==> config.mk <==
export PLATFORM = sky130hd
export DESIGN_NAME = partial_reg_merge
export DESIGN_NICKNAME = d
export VERILOG_FILES = /design/src/rtl/partial_reg_merge.sv
export SDC_FILE = /design/constraint.sdc
export NUM_CORES = 1
export LEC_CHECK = 0
export ABC_AREA = 1
export BUFFER_PORTS_ARGS = -buffer_cell sky130_fd_sc_hd__buf_2
export CORE_AREA = 2 2 102 104
export CTS_CLUSTER_DIAMETER = 50
export CTS_CLUSTER_SIZE = 40
export DETAILED_ROUTE_END_ITERATION = 6
export DIE_AREA = 0 0 104 106
export PLACE_DENSITY = 0.91
export RECOVER_POWER = 25
export SYNTH_ARGS = -nofsm -noshare
export SYNTH_HDL_FRONTEND = slang
export SYNTH_SLANG_ARGS = --single-unit
==> constraint.sdc <==
create_clock -name clk -period 1.8 [get_ports clk]
set_clock_uncertainty 0.15 [all_clocks]
set_input_delay 0.09 -clock clk [delete_from_list [all_inputs] [get_ports clk]]
set_output_delay 0.09 -clock clk [all_outputs]
set_load 0.02 [all_outputs]
==> src/rtl/partial_reg_merge.sv <==
module partial_reg_merge #(
  parameter int XLEN = 64
) (
  input  logic            clk,
  input  logic            rst_n,
  input  logic            wr_en,
  input  logic [XLEN-1:0] old_val,
  input  logic [XLEN-1:0] res,
  input  logic [1:0]      src_sz,
  input  logic [1:0]      dst_sz,
  input  logic [1:0]      ext_mode,
  input  logic            hi_byte,
  output logic [XLEN-1:0] merged,
  output logic            illegal,
  output logic [XLEN-1:0] q
);
  localparam logic [1:0] EXT_NONE = 2'd0;
  localparam logic [1:0] EXT_ZERO = 2'd1;
  localparam logic [1:0] EXT_SIGN = 2'd2;

  logic            sgn;
  logic            legal;
  logic [XLEN-1:0] ext_val;
  logic [XLEN-1:0] wr_val;

  assign sgn = (ext_mode == EXT_SIGN);

  always_comb begin
    if (hi_byte)
      legal = (ext_mode == EXT_NONE) && (src_sz == 2'd0) && (dst_sz == 2'd0);
    else
      case (ext_mode)
        EXT_NONE: legal = (src_sz == dst_sz);
        EXT_ZERO: legal = (src_sz < dst_sz) && (src_sz < 2'd2);
        EXT_SIGN: legal = (src_sz < dst_sz);
        default:  legal = 1'b0;
      endcase
  end

  always_comb begin
    case (src_sz)
      2'd0:    ext_val = {{(XLEN-8){sgn & res[7]}},   res[7:0]};
      2'd1:    ext_val = {{(XLEN-16){sgn & res[15]}}, res[15:0]};
      2'd2:    ext_val = {{(XLEN-32){sgn & res[31]}}, res[31:0]};
      default: ext_val = res;
    endcase
  end

  always_comb begin
    case (dst_sz)
      2'd0:    wr_val = {old_val[XLEN-1:8], ext_val[7:0]};
      2'd1:    wr_val = {old_val[XLEN-1:16], ext_val[15:0]};
      2'd2:    wr_val = {{(XLEN-32){1'b0}}, ext_val[31:0]};
      default: wr_val = ext_val;
    endcase
  end

  assign illegal = ~legal;
  assign merged  = !legal ? old_val :
                   hi_byte ? {old_val[XLEN-1:16], res[7:0], old_val[7:0]} : wr_val;

  always_ff @(posedge clk) begin
    if (!rst_n)     q <= '0;
    else if (wr_en) q <= merged;
  end

  always_comb begin
    if (rst_n && !illegal && hi_byte)
      p_hibyte_keeps_low_r8: assert (merged[7:0] == old_val[7:0]);
  end

  p_hold_r10: assert property (@(posedge clk) disable iff (!rst_n)
    !wr_en |=> $stable(q));

  p_illegal_keeps_r9: assert property (@(posedge clk) disable iff (!rst_n)
    (wr_en && illegal) |=> (q == $past(old_val)));

  p_dword_clears_r2: assert property (@(posedge clk) disable iff (!rst_n)
    (wr_en && !illegal && dst_sz == 2'd2) |=> (q[XLEN-1:32] == '0));

  p_narrow_keeps_r1: assert property (@(posedge clk) disable iff (!rst_n)
    (wr_en && !illegal && dst_sz < 2'd2) |=> (q[XLEN-1:16] == $past(old_val[XLEN-1:16])));

  p_sign_fill_r5: assert property (@(posedge clk) disable iff (!rst_n)
    (wr_en && !illegal && ext_mode == EXT_SIGN && src_sz == 2'd2)
      |=> (q[XLEN-1:32] == {(XLEN-32){$past(res[31])}}));
endmodule

# Word-level counts from Yosys, hierarchy flattened
# Index checks and enable logic that the tools add are counted.
# totals
output_inout_bits	129
word_cells	26
inputBits	138
regBits	64
# op_classes
eq_ne	7
n_lt_le_gt_ge	2
reduce_logical	6
n_bitwise	4
muxes	6
# op_table
op	count
$pmux 64 s3	2
$mux 64	2
$eq 2x1->1 const B	3
$eq 2x2->1 const B	3
$logic_not 2->1	3
$and 1x1->1	3
$logic_and 1x1->1	3
$pmux 1 s3	1
$eq 2x2->1	1
$lt 2x2->1	1
$lt 2x2->1 const B	1
$mux 1	1
$not 1->1	1

# Depth between registers and ports, before layout
# Gate-level depths: netlist of the first run.
# depth
ltp_word	6
mapped_depth	13
depth_no_buf	12

# Least setup slack after synthesis of the first run
# Ideal clock, no wire load.
# synth_path
path_type	input -> register
startpoint	input dst_sz[1]
endpoint	register q[0]
cell_stages	10
arrival_ns	1.696
path_buffers	1
setup_slack_ns	-0.105
setup_time_ns	0.060
required_ns	1.590
cell_sequence	inv_1 -> ha_1 -> a21oi_1 -> nand2_1 -> nand2_1 -> nand2_1 -> buf_2 -> o21ai_0 -> o21ai_0 -> inv_1
# synth_between
elab_chain_cells	5
elab_cells_between_ends	8
classes_between	1 x order compare; 1 x eq/ne; 3 x mux; 3 x reduce/logical
# synth_lines
element	line	text
start: declaration	10	input logic [1:0] dst_sz,
$lt 2x2->1	34, 35	
$logic_and 1x1->1	34	EXT_ZERO: legal = (src_sz < dst_sz) && (src_sz < 2'd2);
$pmux 1 s3	32	case (ext_mode)
$mux 1 *	29	if (hi_byte)
$mux 64 *	59	assign merged = !legal ? old_val :
named net merged[0]	13	output logic [XLEN-1:0] merged,
end signal: assignment	64	else if (wr_en) q <= merged;
end: declaration	15	output logic [XLEN-1:0] q
# Mark *: on every way through the listed nets, which the timed path passes. The rest lies on a longest branch.
# A chain may end at the register's enable or synchronous reset.

# Worst setup path in the final report of the first run
# layout_path
startpoint	input dst_sz[1]
endpoint	output merged[21]
# layout_between
elab_chain_cells	5
elab_cells_between_ends	12
classes_between	1 x order compare; 3 x eq/ne; 5 x mux; 3 x reduce/logical
# layout_lines
element	line
$lt 2x2->1	34, 35
$logic_and 1x1->1	34
$pmux 1 s3	32
$mux 1	29
$mux 64 *	59
end: declaration	13
# Every way passes the cells marked *; elsewhere a longest branch is shown, timed or not.

==> metrics.md, run 1 <==
| Metric | Value |
|---|---|
| Via-to-Cell Ratio | `5.38` |
| Core area | `between 9000 and 10000 µm²` |
| Violated checks | `DRC, setup timing` |
| Starting density of the core | `0.419` |
| Worst-path clk slew | `~60 ps` |
| Max-cap violations | `0` |
| Syn_area_per_cell | `roughly 5.5 µm²` |
| Synth top area share | `0.306` |
| Via count | `6674` |
| Antenna violations before repair | `1` |
| Startpoint types | `input port` |
| Tightest Pin Transition | `445 ps` |
| Clock Sinks | `64` |
| Max Root-Sink Buffers | `2` |
| Critical Path AT | `about 1600 ps` |
| Layout cells sized above 1 | `0.351` |
| Hold Path Class | `input port to flop` |
| H-tree depth | `3` |
| Crit path time final | `1850 ps` |
| Wire per inst | `around 17 µm` |
| Seq/Total Area, Yosys | `0.306` |
| ANT nets after route | `0` |
| Yosys reg bits | `64` |
| Pre-CTS WS | `-82.9 ps` |
| Rows | `37` |
| Ports | `about 270` |
| Finished layout cell area | `around 7500 µm²` |
| Total power | `between 4 and 5 mW` |
| Post-DP Area | `~5800 µm²` |
| Clk_lat worst skew | `roughly 320 ps` |
| First-pass GRT wire length | `between 20 and 30 mm` |
| Port Buffers | `between 200 and 300` |
| Post-route DRC | `3` |
| Synthesized area | `about 4200 µm²` |
| Die Area | `roughly 11000 µm²` |
| Final core occ | `0.747` |
| Final Hold Fails | `0` |
| Synth area leader | `dfxtp_1` |
| Gr ovfl total | `0` |
| Min setup slack post-route | `-46.0 ps` |
| Slew margin rel. | `0.703` |
| Net count, final | `roughly 1200` |
| Synth async-reset ratio | `0` |
| Net Count, Synth | `around 900` |
| Top reg by flops | `q` |
| Synth cell types | `19` |
| Fill cell count | `717` |
| Slew Limit Fails | `0` |
| Peak supply drop | `0.000336 V` |
| P&R area growth vs syn | `78.4%` |
| Cells after Synth | `roughly 760` |
| CTS tree | `done` |
| Setup TNS | `-153 ps` |
| Maximum operating frequency | `542 MHz` |
| Setup violators final | `10` |
| Number of global-route vias before repair | `a little over 6000` |
| Setup CP Type | `input port to output pin` |
| Dominant synthesized flop cell | `dfxtp_1` |
| GRT Util Overall | `0.323` |
| Final cycle utilization of the critical path | `1.03` |
| LEAKAGE | `4.31 nW` |
| Pwr dens | `roughly 620 nW/µm²` |
| DPL Wire Length | `10.7 mm` |
| CTS root buffer | `clkbuf_8` |
| CP endpoint kind | `output pin` |
| Post-synth EDFFs | `0` |
| Die H | `about 110 µm` |
| Synth top cells by count | `265 x nand2_1, 112 x nor2_1, 100 x inv_1, 93 x nand3_1, 64 x dfxtp_1` |
| Largest net degree at the start of global routing | `55` |
| RSZ-0062 raised after global routing | `true` |
| Status | `finished with violations` |
| Die width | `between 100 and 150 µm` |
| Initial DRC count | `792` |
| Final wirelength | `around 21 mm` |
| Max reg flops | `64` |
| WP data required | `1560 ps` |
| Crit-path max FO | `12` |
| Most numerous cell in the Yosys netlist | `nand2_1` |
| Top post-synthesis cells by area | `dfxtp_1 31%, nand2_1 24%, nand3_1 11%, nor2_1 10%, inv_1 9.0%` |
| Initial DRT Pass Iterations | `7` |
| Cts bufs inserted | `9` |
| Synth warnings | `0` |
| GP Congestion | `around 0.92` |
| Biggest regs | `q x64` |
[area by class of cell]
class	count	area, µm²	share of cell area
Antenna cell	1	2.50	0.000335
Clock buffer	11	141	0.0189
Clock inverter	4	45.0	0.00603
Inverter	101	387	0.0517
Multi-Input combinational cell	553	2680	0.358
Sequential cell	64	1280	0.171
Tap cell	136	170	0.0228
Timing Repair Buffer	371	2770	0.370
[cell families (layout without fill, tap and decap cells)]
kind of cell	count (synthesis)	count (layout)	share of synthesized area
simple gates	479	479	0.466
buf+inv	145	487	0.137
compound gates	72	72	0.0860
flops	64	64	0.306
fa+ha+maj	2	2	0.00597
other cells	0	1	0
[path summary, 6_finish.rpt]
kind                                   from          to  slack, ps  cells after the start
worst max-delay path              dst_sz[1]  merged[21]        -50                     13
worst min-delay path            old_val[12]       q[12]         30                      5
worst max register to register         q[1]        q[1]        910                      4
worst min register to register        q[18]       q[18]        380                      2
[where the power goes]
part | internal [mW] | leakage [nW] | total (mW) | switching (mW)
registers | 1.52 | 0.532 | 1.58 | 0.0592
logic | 0.752 | 3.68 | 1.81 | 1.06
clock network | 0.664 | 0.0990 | 1.21 | 0.546
total | 2.94 | 4.31 | 4.61 | 1.67
[placed cells by master (no fill, tap or decap), types with 2 or more instances in the layout]
master / n
nand2_1: 192
buf_2: 180
nor2_1: 112
nand3_1: 92
inv_1: 79
dlygate4sd3_1: 68
dfxtp_1: 64
nand2_2: 51
buf_6: 48
clkbuf_1: 37
o21ai_0: 36
a21oi_1: 32
buf_4: 24
nand2_4: 23
inv_2: 20
clkbuf_8: 10
buf_12: 10
nand4_1: 3
clkinv_2: 3
clkbuf_16: 3
nor2_4: 2
a21oi_2: 2
o21ai_1: 2
ha_4: 2
buf_16: 2
[timing repair]
action                     in CTS  in global routing
setup endpoints to repair      53                 63
pin swaps                      11                 27
buffers inserted                2                  9
cloned                          3                  3
hold endpoints to repair       61                  0
hold buffers                   68                  0
resized for setup              84                145
[stage by stage]
stage,hold slack [ps],cells
2_1_floorplan,78.4,762
3_3_place_gp,252,1141
4_1_cts,1.13,1229
3_5_place_dp,261,1141
5_1_grt,53.9,1241
6_report,25.5,1241
[worst max-delay path, cell delays in order]
cell,delay [ps]
buf_6,100
inv_4,50
ha_4,200
a21oi_2,110
nand2_1,70
nand2_2,90
buf_6,110
nand3_4,140
clkbuf_16,250
nand2_1,130
nand2_4,80
inv_2,70
buf_6,110
[metal layers]
layer,vias to the layer above,GRT usage,share of wire
met3,167,0.0650,0.096
met4,0,0.221,0.071
met5,-,0,0
met1,2947,0.350,0.35
li1,3021,-,-
met2,539,0.568,0.49
No activity file was read; power rests on OpenSTA's default activity.
==> run 2, diff against run 1 <==
ABC_AREA = default   (was 1)
CORE_AREA = 2 2 103 105   (was 2 2 102 104)
DIE_AREA = 0 0 105 107   (was 0 0 104 106)
PLACE_DENSITY = 0.86   (was 0.91)
==> run 2 against run 1 <==
Net effect: the flow finishes with violations (setup timing); sequential power barely moved; sequential share of layout area fell by 1.0 points; cell area rose by 6.3%; synthesized cell count fell by 37%; count of clock-buffer cells in the layout rose by 1; first-iteration DRC count fell by 48%; die area rose by 1.9%; routed wire length fell by 0.65%; synthesized area fell by 7.1%; critical path type unchanged.
==> metrics.md, run 2 <==
| Metric | Value |
|---|---|
| Status | `finished with violations` |
| Violated checks | `setup timing` |
| Worst Reg-to-Reg Cells | `2 (-2)` |
| P&R area growth vs syn | `104%` |
| RSZ-0062 raised after global routing | `true` |
| Setup TNS | `-30020 ps (-29870 ps)` |
| Slew Limit Fails | `0 (unchanged)` |
| Synth area leader | `dfxtp_1` |
| CP max-delay cell | `a211o_1` |
| Setup CP Type | `input port to output pin` |
| Setup violators final | `96 (+86)` |
| Seq/Total Area, Yosys | `0.329 (+0.0234)` |
| Post-route DRC | `0 (-3)` |
| GP Congestion | `0.941 (+2.2%)` |
| Reg-to-Reg End | `q[5]` |
| Dpl cells | `901 (-21%)` |
| Commonest non-fill, non-tap cell in the layout | `buf_2` |
| Slew margin rel. | `0.232 (-0.471)` |
| Pwr dens | `622 nW/µm² (+0.93%)` |
| Crit path time final | `2250 ps (+406 ps)` |
| Initial DRT Pass Iterations | `5 (-2)` |
| Critical Path AT | `2010 ps (+400 ps)` |
| Most numerous cell in the Yosys netlist | `a21oi_1` |
| Final cycle utilization of the critical path | `1.25 (+0.225)` |
| Clock Sinks | `64 (unchanged)` |
| Critical path cell sequence | `buf_4, inv_4, ha_4, nor2b_4, a211o_1, buf_6, a211oi_4, buf_12, buf_12, nor2_2, a31oi_4, buf_6` |
| Synth top area share | `0.329 (+0.0234)` |
| Clk_lat worst skew | `330 ps (about the same)` |
| Layout cells sized above 1 | `0.576 (+0.226)` |
| Synth Area in XOR/XNOR | `0 (unchanged)` |
| LEAKAGE | `3.40 nW (-21%)` |
| ANT nets after route | `0 (unchanged)` |
| Worst-path clk slew | `60 ps (about the same)` |
| Ports | `267 (unchanged)` |
| Post-synthesis mux area share | `0.0257 (+0.0257)` |
| Final wirelength | `20.6 mm (-0.65%)` |
| Startpoint types | `input port` |
| Crit-path max FO | `7 (-5)` |
| CTS root buffer | `clkbuf_8` |
| Max-cap violations | `0 (unchanged)` |
| Gr ovfl total | `0 (unchanged)` |
| WHS Endpoint | `q[31]` |
| Number of global-route vias before repair | `6059 (-1.3%)` |
| Initial DRC count | `410 (-48%)` |
| GRT Util Overall | `0.339 (+0.0165)` |
| Synth warnings | `0 (unchanged)` |
| CTS tree | `done` |
| Die H | `107 µm (+0.94%)` |
| Wire per inst | `20.8 µm (+24%)` |
| Top post-synthesis cells by area | `dfxtp_1 33%, a21oi_1 8.4%, a22o_1 7.2%, a32oi_1 7.2%, o31ai_1 6.2%` |
| Max Root-Sink Buffers | `2 (unchanged)` |
| Syn_area_per_cell | `8.11 µm² (+47%)` |
| DPL Wire Length | `12.7 mm (+18%)` |
| Reg-to-Reg Start | `q[5]` |
| Synthesized area | `3890 µm² (-7.1%)` |
| Worst path buffer plus inverter count | `6 (unchanged)` |
| Via-to-Cell Ratio | `5.99 (+11%)` |
| Most frequent cells in the layout | `210 x buf_2, 78 x buf_4, 64 x dfxtp_1` |
| Biggest regs | `q x64` |
| Die width | `105 µm (+0.96%)` |
| Port Buffers | `266 (unchanged)` |
| Crit-path leading delay family | `buffers and inverters` |
| Synth cell types | `45 (+26)` |
| Post-synth EDFFs | `0 (unchanged)` |
| R2R Setup Slk | `790 ps (-120 ps)` |
| Post-Synth Adder-Cell Area | `0.00643 (+0.000457)` |
| Slowest stage delay, CP | `290 ps (+40 ps)` |
| Post-Synth Simple-Gate Area | `0.119 (-0.347)` |
| H-tree depth | `3 (unchanged)` |
| Net Count, Synth | `620 (-31%)` |
| Largest net degree at the start of global routing | `78 (+42%)` |
| Max reg flops | `64 (unchanged)` |
| Top reg by flops | `q` |
| Final Hold Fails | `0 (unchanged)` |
| Dominant synthesized flop cell | `dfxtp_1` |
| WP data required | `1560 ps (about the same)` |
| Yosys reg bits | `64 (unchanged)` |
| Tightest Pin Transition | `1150 ps (+705 ps)` |
| First-pass GRT wire length | `30.6 mm (+6.0%)` |
| Rows | `37 (unchanged)` |
| Synth top cells by count | `65 x a21oi_1, 64 x dfxtp_1, 51 x nor2_1, 40 x clkbuf_1` |
| Combinational family with the most area after synthesis | `compound AO/OA/AOI/OAI gates` |
| Synth async-reset ratio | `0 (unchanged)` |
| Die Area | `11200 µm² (+1.9%)` |
| Fill cell count | `649 (-9.5%)` |
| Starting density of the core | `0.386 (-0.0334)` |
| Worst hold path cell count | `3 (-2)` |
| Cts bufs inserted | `9 (unchanged)` |
| CP endpoint kind | `output pin` |
| Peak supply drop | `0.000340 V (+1.3%)` |
| Min setup slack post-route | `-452 ps (-406 ps)` |
| Cell Count, Final, Fillers Out | `994 (-20%)` |
| Net count, final | `993 (-20%)` |
| Hold path start | `old_val[31]` |
| Via count | `5952 (-11%)` |
| Cells after Synth | `480 (-37%)` |
| Core area | `10100 µm² (+0.93%)` |
| Maximum operating frequency | `444 MHz (-18%)` |
| Antenna violations before repair | `1 (unchanged)` |
| Synth Area in Compound Gates | `0.451 (+0.365)` |
| Hold Path Class | `input port to flop` |
-- run 2: cell types whose count changed in the layout (fill, tap and decap cells not counted), moves of 18 or more --
cell and change:
o31ai_1 +32, nor2_1 -87, inv_1 -75, a22o_4 +32, nand2_4 -23, nand3_1 -92
inv_2 -20, buf_4 +54, buf_2 +30, o21ai_0 -18, a32oi_1 +31, nand2_2 -51
a21oi_1 +18, nand2_1 -167
-- run 2: worst max-delay path by stage --
stage	startpoint	endpoint	slack (ps)	cells past startpoint
after floorplan	ext_mode[1]	q[6]	-240	5
after global placement	src_sz[1]	q[23]	-390	7
after detailed placement	src_sz[1]	q[27]	-490	7
after CTS	ext_mode[1]	merged[43]	-400	8
after global routing	ext_mode[1]	merged[31]	-480	10
final	dst_sz[1]	merged[31]	-450	12
-- run 2: power breakdown --
part	switching [mW]	leakage (nW)	internal, mW
logic	1.04	2.76	0.948
clock network	0.539	0.112	0.847
registers	0.0580	0.529	1.51
total	1.63	3.40	3.31
-- run 2: cell type report --
| cell class | count | area, µm² | area share |
|---|---|---|---|
| diodes | 1 | 2.50 | 0.000315 |
| clock buffers | 12 | 155 | 0.0195 |
| clock inverters | 3 | 65.1 | 0.00819 |
| inverters | 5 | 21.3 | 0.00268 |
| multi-input cells | 356 | 3280 | 0.413 |
| flip-flops and latches | 64 | 1280 | 0.161 |
| well taps | 136 | 170 | 0.0214 |
| repair buffers | 417 | 2970 | 0.374 |
-- run 2: metrics by stage --
stage          hold WS (ps)  total power, mW   util  area [µm²]  setup WS [ps]
2_1_floorplan          78.3             2.58      -        4780           -242
3_3_place_gp            193             3.17  0.652        6580           -392
3_5_place_dp            207             3.23  0.652        6580           -488
4_1_cts                17.2             4.85  0.775        7820           -405
5_1_grt                48.9             5.13  0.788        7950           -482
6_report               51.9             4.94  0.788        7950           -452
-- run 2: worst register-to-register path, cell delays in order (launching register included) --
cell and delay (ps):
dfxtp_1 320, o21ai_0 230, o21ba_4 200
-- run 2: timing repair --
action / 4_1_cts / 5_1_grt
pin swaps: 7 / 3
gates resized for setup: 82 / 27
setup endpoints to repair: 87 / 106
endpoints found under the hold margin: 56 / 0
cloned: 3 / 1
buffers inserted: 11 / 5
hold buffers: 58 / 0
-- run 2: cells by family after synthesis --
| group | after synthesis |
|---|---|
| adder cells (fa/ha/maj) | 2 |
| AND/OR/NAND/NOR | 105 |
| multiplexers | 9 |
| buffers and inverters | 61 |
| AO/OA/AOI/OAI | 239 |
| flip-flops | 64 |
-- run 2: per-layer routing --
| metal | track usage | vias up | share of wire |
|---|---|---|---|
| met1 | 0.354 | 2818 | 0.35 |
| met5 | 0.0190 | - | 0 |
| met2 | 0.616 | 392 | 0.51 |
| met3 | 0.0657 | 125 | 0.067 |
| met4 | 0.225 | 0 | 0.069 |
| li1 | - | 2617 | - |
==> run 3, diff against run 2 <==
BUFFER_PORTS_ARGS = default   (was -buffer_cell sky130_fd_sc_hd__buf_2)
CORE_AREA = 2 2 102 104   (was 2 2 103 105)
DIE_AREA = 0 0 104 106   (was 0 0 105 107)
DONT_BUFFER_PORTS = 1   (was default)
PLACE_DENSITY = 0.65   (was 0.86)
==> run 3 against run 2 <==
Net effect: the flow finishes with violations (hold timing, setup timing); combinational power is 28% lower; sequential power rose by 9%; non-clock buffer count fell by 230; total power down 13%; routed wire length decreased by 15%; cell area decreased by 12%; clock power down 17%; hold slack worse by 54 ps; count of clock-buffer cells in the layout is the same; via count fell by 19%; first-iteration DRC count shrank 15%.
==> metrics.md, run 3 (same netlist as run 2, synthesis figures left out) <==
| Metric | Value |
|---|---|
| Dpl cells | `613 (-32%)` |
| Via count | `4840 (-19%)` |
| Initial DRT Pass Iterations | `5 (unchanged)` |
| Starting density of the core | `0.389 (+0.00357)` |
| LEAKAGE | `2.48 nW (-27%)` |
| Core area | `10000 µm² (-0.92%)` |
| Switching share of power | `0.346 (+0.0153)` |
| Combinational cell fraction of total power | `0.332 (-0.069)` |
| Max-cap violations | `0 (unchanged)` |
| Status | `finished with violations` |
| Post-DP Area | `5170 µm² (-22%)` |
| R2R Setup Slk | `240 ps (-550 ps)` |
| Cell Count, Final, Fillers Out | `763 (-23%)` |
| Biggest regs | `q x64` |
| Clk pwr share | `0.269 (-0.011)` |
| Violated checks | `hold timing, setup timing` |
| Slew Limit Fails | `0 (unchanged)` |
| Worst-path clk slew | `80 ps (+20 ps)` |
| Final cycle utilization of the critical path | `1.12 (-0.136)` |
| Startpoint types | `input port` |
| Rows | `37 (unchanged)` |
| Max Root-Sink Buffers | `2 (unchanged)` |
| GP Congestion | `0.826 (-12%)` |
| Die Area | `11000 µm² (-1.9%)` |
| Via-to-Cell Ratio | `6.34 (+5.9%)` |
| ANT nets after route | `0 (unchanged)` |
| Final wirelength | `17.6 mm (-15%)` |
| Number of global-route vias before repair | `4935 (-19%)` |
| Setup violators final | `56 (-42%)` |
| Pwr dens | `610 nW/µm² (-1.8%)` |
| Cts bufs inserted | `9 (unchanged)` |
| Min setup slack post-route | `-208 ps (+244 ps)` |
| H-tree depth | `3 (unchanged)` |
| Final Hold Fails | `1 (+1)` |
| Wire per inst | `23.0 µm (+11%)` |
| First-pass GRT wire length | `26.7 mm (-13%)` |
| Layout cells sized above 1 | `0.391 (-0.186)` |
| Fill cell count | `711 (+9.6%)` |
| Setup CP Type | `input port to output pin` |
| Gr ovfl total | `0 (unchanged)` |
| Net count, final | `763 (-23%)` |
| CP endpoint kind | `output pin` |
| P&R area growth vs syn | `80.1%` |
| Max reg flops | `64 (unchanged)` |
| Die H | `106 µm (-0.93%)` |
| CTS tree | `done` |
| GRT Util Overall | `0.299 (-0.0400)` |
| Clock Sinks | `64 (unchanged)` |
| Antenna violations before repair | `0 (-1)` |
| Finished layout cell area | `7010 µm² (-12%)` |
| Peak supply drop | `0.000422 V (+24%)` |
| Critical Path AT | `1770 ps (-240 ps)` |
| Final core occ | `0.701 (-0.0864)` |
| Most frequent cells in the layout | `119 x dlygate4sd3_1, 64 x dfxtp_1, 50 x a21oi_1` |
| Slew margin rel. | `0.535 (+0.304)` |
| P_sw | `1.48 mW (-9.4%)` |
| Post-route DRC | `0 (unchanged)` |
| Total power | `4.28 mW (-13%)` |
| Largest net degree at the start of global routing | `47 (-40%)` |
| Top reg by flops | `q` |
| Commonest non-fill, non-tap cell in the layout | `dlygate4sd3_1` |
| CTS root buffer | `clkbuf_8` |
| Hold Path Class | `input port to flop` |
| WP data required | `1560 ps (about the same)` |
| Crit path time final | `2010 ps (-244 ps)` |
| Maximum operating frequency | `498 MHz (+12%)` |
| Clk_lat worst skew | `340 ps (about the same)` |
| DPL Wire Length | `10.1 mm (-21%)` |
| Ports | `267 (unchanged)` |
| Fin Hold WS | `-2.00 ps (-54.0 ps)` |
| Crit-path max FO | `46 (+39)` |
| Die width | `104 µm (-0.95%)` |
| Register share of total power | `0.399 (+0.081)` |
| Port Buffers | `0 (-100%)` |
| Diode count | `0 (-1)` |
| Tightest Pin Transition | `697 ps (-453 ps)` |
| RSZ-0062 raised after global routing | `true` |
| Internal Power | `2.80 mW (-15%)` |
| Initial DRC count | `347 (-15%)` |
==> run 3: cell types whose count changed in the layout (fill, tap and decap cells not counted), moves of 4 or more <==
| cell | before | now |
|---|---|---|
| dlygate4sd3_1 | 58 | 119 |
| o311ai_1 | 15 | 7 |
| buf_6 | 37 | 19 |
| nor2_1 | 25 | 11 |
| nor2_4 | 10 | 15 |
| o311ai_2 | 0 | 6 |
| clkbuf_1 | 22 | 1 |
| buf_12 | 6 | 12 |
| buf_2 | 210 | 0 |
| buf_8 | 4 | 0 |
| buf_4 | 78 | 35 |
| nor2_2 | 16 | 25 |
==> run 3: per-layer routing <==
layer  share of wire  GRT usage  routed length [µm]
met5               0          0                   0
met4           0.028      0.121                 483
met3           0.079     0.0944                1380
met2            0.52      0.531                9060
met1            0.38      0.333                6630
==> run 3: power by group through the flow <==
stage / Combinational (mW) / Sequential (mW) / Clock (mW)
floorplan: 0.875 / 1.71 / 0
global placement: 1.02 / 1.73 / 0
detailed placement: 1.04 / 1.74 / 0
CTS: 1.35 / 1.70 / 1.16
global route: 1.49 / 1.71 / 1.21
finish: 1.42 / 1.71 / 1.15
==> run 3: final timing paths <==
check | start | end | cells past startpoint
worst max-delay path | src_sz[1] | merged[54] | 6
worst min-delay path | res[16] | q[16] | 2
worst max register to register | q[10] | q[10] | 3
worst min register to register | q[20] | q[20] | 2
==> run 3: area by class of cell <==
type | instances | area (µm²) | share of cell area
Multi-Input combinational cell | 356 | 3420 | 0.487
Timing Repair Buffer | 187 | 1950 | 0.278
Sequential cell | 64 | 1280 | 0.183
Tap cell | 136 | 170 | 0.0243
Clock buffer | 12 | 155 | 0.0221
Inverter | 5 | 21.3 | 0.00303
Clock inverter | 3 | 17.5 | 0.00250
==> run 3: worst max-delay path, cell delays in order <==
cell and delay (ps):
or3b_1 360, a211o_1 310, a211o_4 430, buf_12 220, nor2_2 160, a22o_4 170
==> run 3: timing repair <==
item	in CTS	in global routing
pin swaps	9	8
hold buffers	119	1
cloned	3	1
gates resized for setup	45	32
endpoints found under the hold margin	64	1
setup endpoints to repair	64	85
buffers inserted	12	3
==> run 3: per-stage QoR <==
step	hold slack [ps]	worst slack, ps	TNS (ps)
after global placement	80.5	-211	-18200
final	-2.00	-208	-7800
after global routing	13.0	-231	-9670
after detailed placement	86.7	-253	-21060
after CTS	-277	-196	-8410
after floorplan	78.3	-242	-20530
